===== config.mk =====
export PLATFORM = sky130hd
export DESIGN_NAME = cordic_vec_unit
export DESIGN_NICKNAME = d
export VERILOG_FILES = /design/src/rtl/cordic_vec_pkg.sv /design/src/rtl/cordic_vec_prerot.sv /design/src/rtl/cordic_vec_microrot.sv /design/src/rtl/cordic_vec_atan_rom.sv /design/src/rtl/cordic_vec_unit.sv
export SDC_FILE = /design/constraint.sdc
export NUM_CORES = 1
export LEC_CHECK = 0
export ABC_AREA = 1
export BUFFER_PORTS_ARGS = -buffer_cell sky130_fd_sc_hd__buf_2
export CAP_MARGIN = 25
export CORE_MARGIN = 5
export CORE_UTILIZATION = 35
export CTS_CLUSTER_SIZE = 12
export DETAILED_ROUTE_END_ITERATION = 8
export PLACE_DENSITY = 0.55
export SYNTH_ARGS = -nofsm -noshare
export SYNTH_HDL_FRONTEND = slang
export SYNTH_HIERARCHICAL = 1
export SYNTH_SLANG_ARGS = --single-unit
export TNS_END_PERCENT = 5

===== constraint.sdc =====
create_clock -name clk_i -period 6.36 [get_ports clk_i]
set_input_delay 1.272 -clock clk_i [delete_from_list [all_inputs] [get_ports clk_i]]
set_output_delay 1.272 -clock clk_i [all_outputs]
set_load 0.02 [all_outputs]

===== src/rtl/cordic_vec_pkg.sv =====
package cordic_vec_pkg;

    typedef enum logic [1:0] {
        ST_IDLE   = 2'd0,
        ST_ROTATE = 2'd1,
        ST_FINISH = 2'd2
    } vec_state_e;

    // atan(2^-idx) as a binary angle where 2^(aw-1) = pi, rounded.
    // Series evaluated on a 2^40 fixed-point scale; idx 0 is exactly pi/4.
    function automatic longint atan_bam(input int idx, input int aw);
        longint unit_s;
        longint pi_s;
        longint acc;
        longint term;
        unit_s = 64'sd1 << 40;
        pi_s   = 64'sd3454217652358;
        acc    = 0;
        if (idx == 0) begin
            return 64'sd1 <<< (aw - 3);
        end
        for (int k = 1; k <= 61; k += 2) begin
            if (k * idx <= 40) begin
                term = (unit_s >>> (k * idx)) / longint'(k);
                if (((k >> 1) & 1) == 1) acc = acc - term;
                else                     acc = acc + term;
            end
        end
        return (acc * (64'sd1 <<< (aw - 1)) + pi_s / 2) / pi_s;
    endfunction

endpackage


===== src/rtl/cordic_vec_prerot.sv =====
module cordic_vec_prerot #(
    parameter int DW = 16,
    parameter int XW = 18,
    parameter int AW = 16
) (
    input  logic signed [DW-1:0] x_i,
    input  logic signed [DW-1:0] y_i,
    output logic signed [XW-1:0] x_o,
    output logic signed [XW-1:0] y_o,
    output logic signed [AW-1:0] z_o
);
    localparam logic signed [AW-1:0] QUARTER = AW'(1) <<< (AW - 2);

    logic signed [XW-1:0] xs;
    logic signed [XW-1:0] ys;

    assign xs = XW'(x_i);
    assign ys = XW'(y_i);

    always_comb begin
        if (x_i < 0) begin
            if (y_i < 0) begin
                // turn counterclockwise by a quarter, remember -pi/2
                x_o = -ys;
                y_o = xs;
                z_o = -QUARTER;
            end else begin
                // turn clockwise by a quarter, remember +pi/2
                x_o = ys;
                y_o = -xs;
                z_o = QUARTER;
            end
        end else begin
            x_o = xs;
            y_o = ys;
            z_o = '0;
        end
    end
endmodule


===== src/rtl/cordic_vec_microrot.sv =====
module cordic_vec_microrot #(
    parameter int XW = 18,
    parameter int AW = 16,
    parameter int CW = 4
) (
    input  logic signed [XW-1:0] x_i,
    input  logic signed [XW-1:0] y_i,
    input  logic signed [AW-1:0] z_i,
    input  logic        [CW-1:0] shift_i,
    input  logic signed [AW-1:0] atan_i,
    output logic signed [XW-1:0] x_o,
    output logic signed [XW-1:0] y_o,
    output logic signed [AW-1:0] z_o
);
    logic signed [XW-1:0] x_sh;
    logic signed [XW-1:0] y_sh;

    assign x_sh = x_i >>> shift_i;
    assign y_sh = y_i >>> shift_i;

    always_comb begin
        if (y_i < 0) begin
            // residual below the axis: turn counterclockwise
            x_o = x_i - y_sh;
            y_o = y_i + x_sh;
            z_o = z_i - atan_i;
        end else begin
            x_o = x_i + y_sh;
            y_o = y_i - x_sh;
            z_o = z_i + atan_i;
        end
    end
endmodule


===== src/rtl/cordic_vec_atan_rom.sv =====
module cordic_vec_atan_rom
    import cordic_vec_pkg::*;
#(
    parameter int AW    = 16,
    parameter int ITERS = 16,
    parameter int CW    = 4
) (
    input  logic        [CW-1:0] idx_i,
    output logic signed [AW-1:0] atan_o
);
    logic signed [AW-1:0] tab [ITERS];

    for (genvar g = 0; g < ITERS; g++) begin : g_entry
        assign tab[g] = AW'(atan_bam(g, AW));
    end

    assign atan_o = tab[idx_i];
endmodule


===== src/rtl/cordic_vec_unit.sv =====
module cordic_vec_unit
    import cordic_vec_pkg::*;
#(
    parameter int DW    = 16,
    parameter int AW    = 16,
    parameter int ITERS = 16
) (
    input  logic                 clk_i,
    input  logic                 rst_ni,
    input  logic                 start_i,
    input  logic signed [DW-1:0] x_i,
    input  logic signed [DW-1:0] y_i,
    output logic                 done_o,
    output logic [DW+1:0]        mag_o,
    output logic signed [AW-1:0] ang_o
);
    localparam int XW = DW + 2;
    localparam int CW = (ITERS > 1) ? $clog2(ITERS) : 1;
    localparam logic [CW-1:0] LAST = CW'(ITERS - 1);

    vec_state_e st_q, st_d;

    logic signed [XW-1:0] x_q, y_q;
    logic signed [AW-1:0] z_q;
    logic        [CW-1:0] cnt_q;
    logic                 zero_q;
    logic        [XW-1:0] mag_q;
    logic signed [AW-1:0] ang_q;

    logic signed [XW-1:0] pre_x, pre_y, nxt_x, nxt_y;
    logic signed [AW-1:0] pre_z, nxt_z, atan_w;
    logic                 accept, last_step;

    assign accept    = (st_q == ST_IDLE) && start_i;
    assign last_step = (cnt_q == LAST);

    cordic_vec_prerot #(.DW(DW), .XW(XW), .AW(AW)) u_prerot (
        .x_i (x_i),
        .y_i (y_i),
        .x_o (pre_x),
        .y_o (pre_y),
        .z_o (pre_z)
    );

    cordic_vec_atan_rom #(.AW(AW), .ITERS(ITERS), .CW(CW)) u_rom (
        .idx_i  (cnt_q),
        .atan_o (atan_w)
    );

    cordic_vec_microrot #(.XW(XW), .AW(AW), .CW(CW)) u_step (
        .x_i     (x_q),
        .y_i     (y_q),
        .z_i     (z_q),
        .shift_i (cnt_q),
        .atan_i  (atan_w),
        .x_o     (nxt_x),
        .y_o     (nxt_y),
        .z_o     (nxt_z)
    );

    // next-state logic
    always_comb begin
        st_d = st_q;
        unique case (st_q)
            ST_IDLE:   if (start_i)   st_d = ST_ROTATE;
            ST_ROTATE: if (last_step) st_d = ST_FINISH;
            ST_FINISH:                st_d = ST_IDLE;
            default:                  st_d = ST_IDLE;
        endcase
    end

    // state register
    always_ff @(posedge clk_i or negedge rst_ni) begin
        if (!rst_ni) st_q <= ST_IDLE;
        else         st_q <= st_d;
    end

    // working registers
    always_ff @(posedge clk_i or negedge rst_ni) begin
        if (!rst_ni) begin
            x_q    <= '0;
            y_q    <= '0;
            z_q    <= '0;
            cnt_q  <= '0;
            zero_q <= 1'b0;
        end else if (accept) begin
            x_q    <= pre_x;
            y_q    <= pre_y;
            z_q    <= pre_z;
            cnt_q  <= '0;
            zero_q <= (x_i == '0) && (y_i == '0);
        end else if (st_q == ST_ROTATE) begin
            x_q   <= nxt_x;
            y_q   <= nxt_y;
            z_q   <= nxt_z;
            cnt_q <= cnt_q + CW'(1);
        end
    end

    // result registers: loaded on the edge that enters ST_FINISH
    always_ff @(posedge clk_i or negedge rst_ni) begin
        if (!rst_ni) begin
            mag_q <= '0;
            ang_q <= '0;
        end else if ((st_q == ST_ROTATE) && last_step) begin
            mag_q <= $unsigned(nxt_x);
            ang_q <= zero_q ? '0 : nxt_z;
        end
    end

    // output decode
    always_comb begin
        done_o = (st_q == ST_FINISH);
        mag_o  = mag_q;
        ang_o  = ang_q;
    end
endmodule


# --- Word level (Yosys, flattened, before mapping) ---
# Memories as Yosys holds them, arrays and structs flattened.
# Cells that the tools add are included.
classes:
  addsub: 9
  mul: 0
  n_div: 0
  n_lt_le_gt_ge: 4
  n_eq_ne: 5
  shifts: 2
  n_mux: 23
  bitwise_logic: 1
  n_reduce_logical: 8
op_table:
  columns: ["cell", "count"]
  rows:
  - ["two-way mux 18 bit", 10]
  - ["two-way mux 16 bit", 8]
  - ["adder 18 bit", 2]
  - ["negation 16 -> 18 bit", 2]
  - [">>> shifter 18 x 4 -> 18 bit", 2]
  - ["subtractor 18 bit", 2]
  - ["logical NOT 16 bit", 2]
  - ["less-than comparator 16 x 1 -> 1 bit (second input constant)", 2]
  - ["less-than comparator 18 x 1 -> 1 bit (second input constant)", 1]
  - ["adder 16 bit", 1]
  - ["subtractor 16 bit", 1]
  - ["two-way mux 4 bit", 2]
  - [">= comparator 5 bit (second input constant)", 1]
  - ["NOT 4 -> 5 bit", 1]
  - ["adder 4 x 1 -> 4 bit (second input constant)", 1]
  - ["equality test 4 bit (second input constant)", 1]
  - ["two-way mux 2 bit", 2]
  - ["inequality test 2 bit (second input constant)", 2]
  - ["case mux 2 bit (2 select lines)", 1]
  - ["logical AND 1 bit", 3]
  - ["equality test 2 x 1 -> 1 bit (second input constant)", 1]
  - ["equality test 2 bit (second input constant)", 1]
  - ["logical NOT 2 bit", 1]
  - ["AND reduction 2 bit", 1]
  - ["nonzero test 2 bit", 1]
totals:
  regBits: 93
  latch_bits: 0
  mem_bits_rw: 0
  rom_bits: 256
  input_bits: 35
  output_inout_bits: 35
  wordCells: 61
  memories: 1
memory_table:
  columns: ["memory", "words", "word_bits", "read_ports", "rd_clocked_by_memory_dff", "write_ports", "line_no", "text"]
  rows:
  - ["(no name shown)", 16, 16, 1, 0, 0, "cordic_vec_atan_rom.sv:17", "assign atan_o = tab[idx_i];"]

# --- Depth between registers and ports, before layout ---
# Gate-level depths: netlist of run 1.
depth:
  depth_word: 8
  ltp_mapped: 28
  ltp_nobuf: 26

# --- Modules after synthesis ---
# Netlist of run 1, hierarchy kept.
modules_own_cells:
  columns: ["mod", "n_inst", "cells_per_inst", "area_per_inst_um2", "seq_area_each_um2"]
  rows:
  - ["cordic_vec_microrot", 1, 955, 5233.8, 0.0]
  - ["cordic_vec_unit", 1, 465, 4088.9, 2327.2]
  - ["cordic_vec_prerot", 1, 278, 1337.5, 0.0]
  - ["cordic_vec_atan_rom", 1, 63, 377.9, 0.0]

# --- Worst setup path before layout of run 1 ---
# OpenSTA, ideal clock, no wires.
synth_timing:
  path_type: "reg-to-reg"
  start: "reg cnt_q[0]"
  end: "reg x_q[15]"
  setup_time_ps: 87
  t_arrival_ps: 3576
  required_ps: 6273
  path_slack_ps: 2697
  stages_incl_launch_ff: 26
  n_path_buf: 2
  synth_period_minus_slack_ps: 3663
  path_cell_list: "dfrtp_1 buf_6 inv_6 buf_8 nand2_2 nand3_2 nand3_1 nand2_1 o21ai_2 ha_1 nand2_1 nor2_2 nand2_2 nand2_2 nand2_1 xnor2_1 ha_1 nand2_1 nor2_1 nand2_1 o211ai_1 a21oi_1 o21ai_0 xor2_1 inv_1 o211ai_1"
synth_between:
  elab_chain_cells: 5
synth_rtl:
  columns: ["item", "line_no", "text"]
  rows:
  - ["start: declaration", "cordic_vec_unit.sv:25", "logic [CW-1:0] cnt_q;"]
  - ["start signal: assignment", "cordic_vec_unit.sv:96", "cnt_q <= cnt_q + CW'(1);"]
  - [">>> shifter 18 x 4 -> 18 bit *", "cordic_vec_microrot.sv:19", "assign y_sh = y_i >>> shift_i;"]
  - ["adder 18 bit or subtractor 18 bit (tied branches)", "cordic_vec_microrot.sv:28, cordic_vec_microrot.sv:24", null]
  - ["two-way mux 18 bit *", "cordic_vec_microrot.sv:22", "if (y_i < 0) begin"]
  - ["named net nxt_x[15]", "cordic_vec_unit.sv:30", "logic signed [XW-1:0] pre_x, pre_y, nxt_x, nxt_y;"]
  - ["two-way mux 18 bit *", "cordic_vec_unit.sv:92", "end else if (st_q == ST_ROTATE) begin"]
  - ["two-way mux 18 bit *", "cordic_vec_unit.sv:86", "end else if (accept) begin"]
  - ["end signal: assignment", "cordic_vec_unit.sv:87", "x_q <= pre_x;"]
  - ["end signal: assignment", "cordic_vec_unit.sv:93", "x_q <= nxt_x;"]
  - ["end: declaration", "cordic_vec_unit.sv:23", "logic signed [XW-1:0] x_q, y_q;"]
# Mark *: on every way through the listed nets, which the timed path passes. The rest lies on a longest branch. The select of a mux whose other input is x is not followed.
# A chain may end at the register's enable or synchronous reset.

# --- Worst setup path after layout of run 1 ---
# Same ends and word-level chain as after synthesis.

==> reports/qor.txt, run 1 <==
======================================================================================================
Run status                                                                                complete, no violations
Via count of the first global-routing pass                                                       10700
Count of TritonRoute iterations in the first routing pass                                            5
Via count normalized by instance count                                                            5.27
Layout Skew                                                                                  0.0162 ns
Average instance area after synthesis                                                        6.27 um^2
Primary flip-flop cell chosen by synthesis mapping                                             dfrtp_1
Unrepaired setup endpoints after global routing                                                     no
Clk Latency, worst-skew pair                                                                   0.37 ns
Synth-to-layout area growth                                                                      6.40%
Effective utilization at floorplan                                                               35.3%
Clock Tree Buf Depth                                                                                 2
# clock sinks                                                                                       93
Non-filler cells, final                                                                           2183
Maximum fanout count along the critical path                                                        37
Number of buffers and inverters on the critical path                                                 3
Setup TNS                                                                                         0 ns
First-pass GRT wire length                                                                    57400 um
End of the worst hold path                                                                      z_q[0]
Pin count of the biggest net entering global routing                                                57
Most numerous cell types in the synthesized netlist                                       nand2_1 (590), nand3_1 (237), inv_1 (144), nor2_1 (115), dfrtp_1 (93)
Root buffer selected by CTS                                                                  clkbuf_16
Die height                                                                                      188 um
Reg-to-Reg End                                                                                 x_q[15]
Hold Path Depth                                                                                      2
Number of nets in the layout                                                                      1876
Final Max Slew Viols                                                                                 0
Number of antenna violations at the first check in global routing                                    0
Remaining DRCs                                                                                       0
Row count                                                                                           65
Share of layout cells above drive strength 1                                                     10.8%
Per-cell routed wire length                                                                    16.3 um
Io pins                                                                                             70
Logic depth of the worst register-to-register path                                                  24
Ranking of synthesized cells by area                                                      dfrtp_1 (21%), nand2_1 (20%), nand3_1 (11%), ha_1 (7.0%), xor2_1 (5.1%)
Share of synthesized registers carrying an async set or reset                                     100%
Slowest stage cell on the critical path                                                        dfrtp_1
Data arrival time of the critical path                                                         5.10 ns
Cell Chain, Critical Path                                                                 buf_4 -> inv_6 -> nand2_1 -> nand3_1 -> nand3_1 -> nand2_1 -> o21ai_2 -> ha_1 -> nand2_1 -> nor2_2 -> nand2_2 -> nand2_2 -> nand2_1 -> xnor2_1 -> ha_1 -> nand2_1 -> nor2_1 -> nand2_1 -> o211ai_1 -> a21oi_1 -> o21ai_0 -> xor2_1 -> inv_1 -> o211ai_1
Weighted congestion reported at the end of routability-driven placement                          0.903
Count of port buffers added during placement                                                        69
Critical Path Start Type                                                                     flip-flop
Diodes inserted                                                                                      0
Area share of the leading cell type in the synthesized netlist                                   21.1%
Hold Path Origin                                                                                z_q[0]
Final hold violations                                                                                0
Peak Freq                                                                                    0.207 GHz
Number of flops mapped to enable cells by yosys                                                      0
Count of maximum capacitance violations                                                              0
Count leader, synth                                                                            nand2_1
Synth Warn #                                                                                         6
Setup slack of the critical path after layout                                                  1.53 ns
Area post-placement                                                                         11500 um^2
Number of cells on the critical path                                                                24
Highest cell delay on the worst timing path                                                    0.62 ns
Required time of the critical path                                                             6.63 ns
Post-Layout Inst Area                                                                       11700 um^2
Standard cell core area                                                                     31300 um^2
DP HPWL                                                                                       27300 um
Count of routing violations after the opening detailed-route iteration                            1002
Count of placed standard cells including taps                                                     2167
Crit. End Element                                                                            flip-flop
Register-to-register setup slack                                                               1.53 ns
Worst path top cell family by delay                                                       simple AND/OR/NAND/NOR gates
Setup Fix Bufs, Post-CTS                                                                             0
Final setup violation count                                                                          0
Cell type with the largest total area after synthesis                                          dfrtp_1
Classification of the worst setup path                                                         reg2reg
Number of distinct standard cells referenced by the synthesized netlist                             52
Number of buffers inserted by hold repair at cts                                                     0
Total via count after detailed routing                                                           11500
Share of the cycle needed by the critical path after routing                                     75.9%
Worst-case headroom to the max-slew limit                                                        30.1%
Number of buffers inserted during clock tree synthesis                                               9
Die extent in x                                                                                 188 um
Post-Place Worst Slack                                                                         1.66 ns
Synthesized area                                                                            11000 um^2
Worst-Margin Slew                                                                              1.05 ns
Post-cts sizing count                                                                                0
Post-Synthesis Cells                                                                              1761
Most frequent CP cell                                                                          nand2_1
Hold Path Class                                                                                reg2reg
Total of flip-flops plus latches after synthesis                                                    93
Final critical delay including setup and external delays                                       4.83 ns
Number of H-tree levels                                                                              3
Number of nets with antenna violations after routing                                                 0
CTS tree                                                                                         built
Global-route usage over all layers                                                               19.8%
Origin of the critical flop-to-flop path                                                      cnt_q[0]
GRT overflow                                                                                         0
Share of synthesized area occupied by flip-flops and latches                                     21.1%
Die outline area                                                                            35200 um^2
Clock transition at the register clock pins on the worst setup and hold paths after CTS        0.09 ns
Total wire length after detailed routing                                                      35600 um
======================================================================================================
through the flow:
stage,utilization [%],hold WS [ns]
final,37.5,0.500
after global routing,37.5,0.513
after CTS,37.5,0.504
after detailed placement,36.6,0.485
after global placement,36.6,0.477
after floorplan,-,0.447
state kept, by name, indices dropped and copies added (netlist names):
signal and flops:
zero_q 1, z_q 16, y_q 18, x_q 18
st_q 2, ang_o 16, mag_o 18, cnt_q 4
logic make-up after synthesis:
family                   synth area share [%]
XOR/XNOR                                 6.74
other                                  0.0680
flip-flops                               21.1
adder cells (fa/ha/maj)                  7.57
AO/OA/AOI/OAI                            12.7
AND/OR/NAND/NOR                          40.9
buffers and inverters                    10.9
worst max path at each step:
stage / slack, ns / start / endpoint
after detailed placement: 1.66 / cnt_q[0] / x_q[15]
final: 1.53 / cnt_q[0] / x_q[15]
after global routing: 1.12 / cnt_q[0] / x_q[17]
after floorplan: 2.70 / cnt_q[0] / x_q[15]
after global placement: 1.79 / cnt_q[0] / x_q[17]
after CTS: 1.60 / cnt_q[0] / x_q[15]
layout by cell type, fill, tap and decap left out, types with 9 or more instances in the layout:
| master | netlist | layout |
|---|---|---|
| o21ai_0 | 68 | 68 |
| a21oi_2 | 18 | 18 |
| nand2_2 | 27 | 27 |
| nand3_1 | 237 | 237 |
| nor2_1 | 115 | 115 |
| nor3_1 | 12 | 12 |
| inv_1 | 144 | 144 |
| conb_1 | 2 | 18 |
| a21oi_1 | 62 | 62 |
| ha_1 | 62 | 62 |
| clkbuf_16 | 0 | 9 |
| inv_2 | 11 | 11 |
| xor2_1 | 64 | 64 |
| nand4_1 | 17 | 17 |
| dfrtp_1 | 93 | 93 |
| buf_4 | 31 | 11 |
| buf_2 | 24 | 68 |
| o211ai_1 | 20 | 20 |
| nand2_1 | 590 | 590 |
| a22oi_1 | 10 | 10 |
| xnor2_1 | 21 | 21 |
| o21ai_1 | 13 | 13 |
layout make-up:
cell class	count	area, um^2
Inverter	161	629
Sequential cell	93	2330
Multi-Input combinational cell	1432	7570
Clock buffer	9	225
Timing Repair Buffer	79	423
Clock inverter	7	68.8
Fill cell	3387	19600
Tap cell	402	503
worst register-to-register path, stage by stage, from the launching register on:
cell	delay, ns
dfrtp_1	0.62
buf_4	0.46
inv_6	0.23
nand2_1	0.14
nand3_1	0.10
nand3_1	0.12
nand2_1	0.11
o21ai_2	0.21
ha_1	0.22
nand2_1	0.07
nor2_2	0.14
nand2_2	0.09
nand2_2	0.11
nand2_1	0.08
xnor2_1	0.14
ha_1	0.37
nand2_1	0.09
nor2_1	0.14
nand2_1	0.08
o211ai_1	0.28
a21oi_1	0.15
o21ai_0	0.24
xor2_1	0.22
inv_1	0.10
o211ai_1	0.19
per-layer routing:
| layer | vias up | wire, um | GRT usage (%) | part of all wire [%] |
|---|---|---|---|---|
| met5 | - | 0 | 0 | 0 |
| met4 | 0 | 750 | 4.97 | 2.1 |
| met3 | 37 | 2000 | 2.79 | 5.6 |
| met2 | 332 | 15200 | 30.0 | 43 |
| met1 | 5385 | 17700 | 29.7 | 50 |
| li1 | 5753 | - | - | - |
Power of run 1 is not shown: default switching activity piles up to over one toggle a cycle in this logic, so the estimate is an artifact.
==> inputs of run 2 (changes only) <==
clock period = 4.8 ns   (was 6.36 ns; I/O delays follow)
==> run 2 against run 1 <==
Clock skew shrank 0.0067 ns. Critical path type unchanged. Critical path depth down 1. Register-to-register slack got worse by 1.1 ns. Via count decreased by 1.8%. Setup slack got worse by 1.1 ns. Count of clock-buffer cells in the layout rose by 1. Die area is the same. Sequential share of layout area decreased by 0.10 points. First-iteration DRC count is 2.1% higher. Global-route usage about the same. Cell count rose by 0.27%.
==> reports/qor.txt, run 2 (synthesized netlist as in run 1, its figures left out) <==
======================================================================================================
Logic depth of the worst register-to-register path                                                  23   -4.2%
Io pins                                                                                             70   unchanged
Post-Layout Inst Area                                                                       11800 um^2   +0.56%
Setup TNS                                                                                         0 ns   unchanged
Standard cell core area                                                                     31300 um^2   unchanged
Worst-case headroom to the max-slew limit                                                        43.8%   +14 points
WL met2                                                                                       15000 um   -0.86%
Classification of the worst setup path                                                         reg2reg
Total wire length after detailed routing                                                      35500 um   -0.15%
Hold Path Class                                                                                reg2reg
DP HPWL                                                                                       27400 um   +0.65%
Final hold violations                                                                                0   unchanged
Run status                                                                                complete, no violations
Register-to-register setup slack                                                               0.46 ns   -1.08 ns
First-pass GRT wire length                                                                    57000 um   -0.61%
Count of routing violations after the opening detailed-route iteration                            1023   +2.1%
Effective utilization at floorplan                                                               35.3%   unchanged
Setup Fix Bufs, Post-CTS                                                                             0   unchanged
Commonest non-fill, non-tap cells in the layout                                           nand2_1 (590), nand3_1 (237), inv_1 (144)
End of the worst hold path                                                                      z_q[2]
Hold Path Depth                                                                                      2   unchanged
Met3 WL post-DR                                                                                1700 um   -15%
Number of antenna violations at the first check in global routing                                    0   unchanged
CTS tree                                                                                         built
Critical Path Start Type                                                                     flip-flop
Worst-Margin Slew                                                                             0.841 ns   -0.206 ns
Count of TritonRoute iterations in the first routing pass                                            5   unchanged
Remaining DRCs                                                                                       0   unchanged
Row count                                                                                           65   unchanged
Clock transition at the register clock pins on the worst setup and hold paths after CTS        0.07 ns   -0.02 ns
Diodes inserted                                                                                      0   unchanged
GRT overflow                                                                                         0   unchanged
Final setup violation count                                                                          0   unchanged
Most frequent CP cell                                                                          nand2_1
Most frequent standard cell in the layout excluding fill and tap cells                         nand2_1
Total via count after detailed routing                                                           11300   -1.8%
Via count normalized by instance count                                                            5.16   -2.0%
Share of layout cells above drive strength 1                                                     11.1%   +0.36 points
Count of maximum capacitance violations                                                              0   unchanged
Non-filler cells, final                                                                           2189   +0.27%
Unrepaired setup endpoints after global routing                                                     no
Slowest stage cell on the critical path                                                        dfrtp_2
Crit. End Element                                                                            flip-flop
Final critical delay including setup and external delays                                       4.34 ns   -0.484 ns
Cell Chain, Critical Path                                                                 buf_4 -> nand2_1 -> nand3_1 -> nand3_1 -> nand2_1 -> o21ai_2 -> ha_1 -> nand2_1 -> nor2_2 -> nand2_2 -> nand2_2 -> nand2_1 -> xnor2_1 -> ha_1 -> nand2_1 -> nor2_1 -> nand2_1 -> o211ai_1 -> a21oi_1 -> o21ai_0 -> xor2_1 -> inv_1 -> o211ai_1
Number of H-tree levels                                                                              3   unchanged
Uppermost layer routed                                                                            met4
Root buffer selected by CTS                                                                  clkbuf_16
Die outline area                                                                            35200 um^2   unchanged
Per-cell routed wire length                                                                    16.2 um   -0.42%
Area post-placement                                                                         11500 um^2   +0.46%
Maximum fanout count along the critical path                                                        36   -2.7%
Die height                                                                                      188 um   unchanged
Data arrival time of the critical path                                                         4.62 ns   -0.48 ns
Pin count of the biggest net entering global routing                                                56   -1.8%
Origin of the critical flop-to-flop path                                                      cnt_q[0]
Clock Tree Buf Depth                                                                                 2   unchanged
Share of the cycle needed by the critical path after routing                                     90.5%   +15 points
Hold Path Origin                                                                                z_q[2]
Count of placed standard cells including taps                                                     2174   +0.32%
Final Max Slew Viols                                                                                 0   unchanged
Highest cell delay on the worst timing path                                                    0.53 ns   -0.09 ns
Count of port buffers added during placement                                                        69   unchanged
Required time of the critical path                                                             5.07 ns   -1.56 ns
Weighted congestion reported at the end of routability-driven placement                          0.927   +2.6%
Reg-to-Reg End                                                                                 x_q[15]
Number of fill cells in the layout                                                                3413   +0.77%
Number of nets with antenna violations after routing                                                 0   unchanged
Global-route usage over all layers                                                               19.8%   -0.042 points
Synth-to-layout area growth                                                                      7.00%
Via count of the first global-routing pass                                                       10400   -2.6%
Peak Freq                                                                                    0.230 GHz   +11%
Die extent in x                                                                                 188 um   unchanged
Worst setup startpoint                                                                        cnt_q[0]
Number of buffers inserted during clock tree synthesis                                               9   unchanged
# clock sinks                                                                                       93   unchanged
Clk Latency, worst-skew pair                                                                   0.36 ns   about the same
Layout Skew                                                                                 0.00952 ns   -0.00671 ns
Number of nets in the layout                                                                      1883   +0.37%
Routed metal-1 wire length                                                                    18200 um   +2.9%
Number of buffers inserted by hold repair at cts                                                     0   unchanged
======================================================================================================
run 2: critical path: cells and delay by family (launching register included):
kind / cells / cell delay (ns)
compound gates: 5 / 1.13
xor+xnor: 2 / 0.37
buf+inv: 2 / 0.40
fa+ha+maj: 2 / 0.57
simple gates: 12 / 1.26
flops: 1 / 0.53
run 2: area by class of cell:
type	instances	area (um^2)	area share, %
Clock buffer	10	239	2.02
Inverter	161	629	5.33
Tap cell	402	503	4.26
Multi-Input combinational cell	1432	7570	64.1
Timing Repair Buffer	86	475	4.03
Sequential cell	93	2330	19.7
Clock inverter	5	67.6	0.572
run 2: worst max path at each step:
stage                    to  cells past startpoint  slack, ns
detailed placement  x_q[15]                     23       0.39
global route        y_q[17]                     24       0.09
floorplan           x_q[15]                     25       1.14
global placement    x_q[15]                     23       0.42
CTS                 x_q[15]                     23       0.36
finish              x_q[15]                     23       0.46
run 2: metal layers:
layer / vias up / track usage, %
met5: - / 0
met4: 0 / 4.80
met3: 37 / 2.46
met2: 314 / 29.6
met1: 5197 / 30.2
li1: 5756 / -
run 2: timing repair:
item	4_1_cts	5_1_grt
hold endpoints to repair	0	0
gates resized for setup	0	1
setup endpoints to repair	0	4
run 2: metrics by stage:
step,util (%),hold slack (ns),setup WS (ns)
final,37.7,0.496,0.457
after global routing,37.7,0.522,0.0875
after CTS,37.7,0.502,0.361
after detailed placement,36.7,0.480,0.392
after global placement,36.7,0.475,0.417
after floorplan,-,0.447,1.14
Power of run 2 is left out for the same reason.
==> inputs of run 3 (changes only) <==
--- a/config.mk
+++ b/config.mk
@@ -9,3 +9,3 @@
 export BUFFER_PORTS_ARGS = -buffer_cell sky130_fd_sc_hd__buf_2
-export CAP_MARGIN = 25
+export CAP_MARGIN = 20
 export CORE_MARGIN = 5
==> constraint.sdc (replaced) <==
create_clock -name clk_i -period 4.8 [get_ports clk_i]
set_input_delay 1.44 -clock clk_i [delete_from_list [all_inputs] [get_ports clk_i]]
set_output_delay 1.44 -clock clk_i [all_outputs]
set_load 0.02 [all_outputs]
==> run 3 against run 2 <==
Core utilization shrank 0.12 points. Count of clock-buffer cells in the layout stayed put. Largest cell class unchanged. Via count increased by 1.6%. Cell count is essentially flat. Die area unchanged. Highest routed layer unchanged. First-iteration DRC count is 20% higher. Critical endpoint unchanged. Setup slack worse by 0.047 ns. Maximum frequency fell by 1.1%. Flip-flop and latch count stayed put. Global-route usage grew 0.17 points. Register-to-register slack worse by 0.05 ns. Non-clock buffer count decreased by 2.
==> reports/qor.txt, run 3 (synthesized netlist as in run 1, its figures left out) <==
======================================================================================================
Cell Chain, Critical Path                                                                 buf_4 -> nand2_1 -> nand3_1 -> nand3_1 -> nand2_1 -> o21ai_2 -> ha_1 -> nand2_1 -> nor2_2 -> nand2_2 -> nand2_2 -> nand2_1 -> xnor2_1 -> ha_1 -> nand2_1 -> nor2_1 -> nand2_1 -> o211ai_1 -> a21oi_1 -> o21ai_0 -> xor2_1 -> inv_1 -> o211ai_1
Total wire length after detailed routing                                                      35900 um   +1.2%
Most frequent CP cell                                                                          nand2_1
Number of buffers inserted by hold repair at cts                                                     0   unchanged
Clk Latency, worst-skew pair                                                                   0.37 ns   about the same
Number of buffers and inverters on the critical path                                                 2   unchanged
Number of nets in the layout                                                                      1881   -0.11%
Effective utilization at floorplan                                                               35.3%   unchanged
Highest cell delay on the worst timing path                                                    0.54 ns   about the same
Hold Path Class                                                                                reg2reg
Count of port buffers added during placement                                                        69   unchanged
Commonest non-fill, non-tap cells in the layout                                           nand2_1 (590), nand3_1 (237), inv_1 (144)
GRT overflow                                                                                         0   unchanged
Total via count after detailed routing                                                           11500   +1.6%
Data arrival time of the critical path                                                         4.66 ns   +0.04 ns
Clock Tree Buf Depth                                                                                 2   unchanged
Count of routing violations after the opening detailed-route iteration                            1228   +20%
Per-cell routed wire length                                                                    16.4 um   +1.2%
Io pins                                                                                             70   unchanged
Global-route usage over all layers                                                               20.0%   +0.17 points
Number of antenna violations at the first check in global routing                                    0   unchanged
Die extent in x                                                                                 188 um   unchanged
Classification of the worst setup path                                                         reg2reg
Count of maximum capacitance violations                                                              0   unchanged
Unrepaired setup endpoints after global routing                                                     no
Crit. End Element                                                                            flip-flop
Weighted congestion reported at the end of routability-driven placement                          0.921   -0.63%
Setup Fix Bufs, Post-CTS                                                                             0   unchanged
Via count normalized by instance count                                                            5.25   +1.7%
Layout Skew                                                                                  0.0159 ns   +0.00640 ns
Clock transition at the register clock pins on the worst setup and hold paths after CTS        0.08 ns   about the same
Row count                                                                                           65   unchanged
Register-to-register setup slack                                                               0.41 ns   -0.05 ns
Diodes inserted                                                                                      0   unchanged
Fin util                                                                                         37.6%   -0.12 points
# clock sinks                                                                                       93   unchanged
First-pass GRT wire length                                                                    57500 um   +0.77%
Final critical delay including setup and external delays                                       4.39 ns   +0.0475 ns
Synth-to-layout area growth                                                                      6.67%
Run status                                                                                complete, no violations
Via count of the first global-routing pass                                                       10400   -0.019%
Share of the cycle needed by the critical path after routing                                     91.5%   +0.99 points
Die height                                                                                      188 um   unchanged
Die outline area                                                                            35200 um^2   unchanged
Number of nets with antenna violations after routing                                                 0   unchanged
Critical Path Start Type                                                                     flip-flop
Root buffer selected by CTS                                                                  clkbuf_16
Remaining DRCs                                                                                       0   unchanged
Count of TritonRoute iterations in the first routing pass                                            6   +1
Setup TNS                                                                                         0 ns   unchanged
Final Max Slew Viols                                                                                 0   unchanged
Required time of the critical path                                                             5.07 ns   about the same
Pin count of the biggest net entering global routing                                                71   +27%
Worst path top cell family by delay                                                       simple AND/OR/NAND/NOR gates
CTS tree                                                                                         built
Final setup violation count                                                                          0   unchanged
Slowest stage cell on the critical path                                                        dfrtp_2
Share of layout cells above drive strength 1                                                     11.0%   -0.11 points
DP HPWL                                                                                       27300 um   -0.43%
Standard cell core area                                                                     31300 um^2   unchanged
Post-cts sizing count                                                                                0   unchanged
Final hold violations                                                                                0   unchanged
Worst-Margin Slew                                                                             0.987 ns   +0.146 ns
Most frequent standard cell in the layout excluding fill and tap cells                         nand2_1
Maximum fanout count along the critical path                                                        36   unchanged
Number of H-tree levels                                                                              3   unchanged
Peak Freq                                                                                    0.228 GHz   -1.1%
Number of buffers inserted during clock tree synthesis                                               9   unchanged
Worst-case headroom to the max-slew limit                                                        34.2%   -9.6 points
======================================================================================================
==> run 3: metrics by stage <==
step	cell area, um^2	std cells	worst slack [ns]	hold slack (ns)
3_3_place_gp	11500	2172	0.371	0.479
2_1_floorplan	11100	1777	1.14	0.447
3_5_place_dp	11500	2172	0.363	0.486
5_1_grt	11800	2188	0.0737	0.536
6_report	11800	2188	0.410	0.501
4_1_cts	11800	2188	0.311	0.504
==> run 3: final timing paths <==
check,startpoint,to,cells after the start
max,cnt_q[0],x_q[15],23
min,z_q[9],z_q[9],2
max reg2reg,cnt_q[0],x_q[15],23
min reg2reg,z_q[9],z_q[9],2
max in group asynchronous,rst_ni,st_q[0],2
min in group asynchronous,rst_ni,mag_o[13],1
==> run 3: worst register-to-register path: cells and delay by family (launching register included) <==
family	cells	cell delay (ns)
buffers and inverters	2	0.41
DFF	1	0.54
AOI/OAI and AO/OA	5	1.11
xor gates and xnor gates	2	0.37
adders and majority gates	2	0.57
and+or+nand+nor	12	1.28
==> run 3: area by class of cell <==
class / count / area [um^2]
repair buffers: 84 / 460
well taps: 402 / 503
inverters: 161 / 629
fillers: 3442 / 19500
clock buffers: 10 / 229
clock inverters: 6 / 55.1
multi-input cells: 1432 / 7570
flip-flops and latches: 93 / 2330
==> run 3: metal layers <==
metal  part of all wire (%)  vias to the layer above  routed length, um  track usage, %
met1                     51                     5316              18200            30.7
met5                      0                        -                  0               0
met3                    5.5                       36               1970            2.22
met4                    2.1                        0                746            5.05
li1                       -                     5747                  -               -
met2                     42                      391              15000            29.6
Power of run 3 is left out for the same reason.
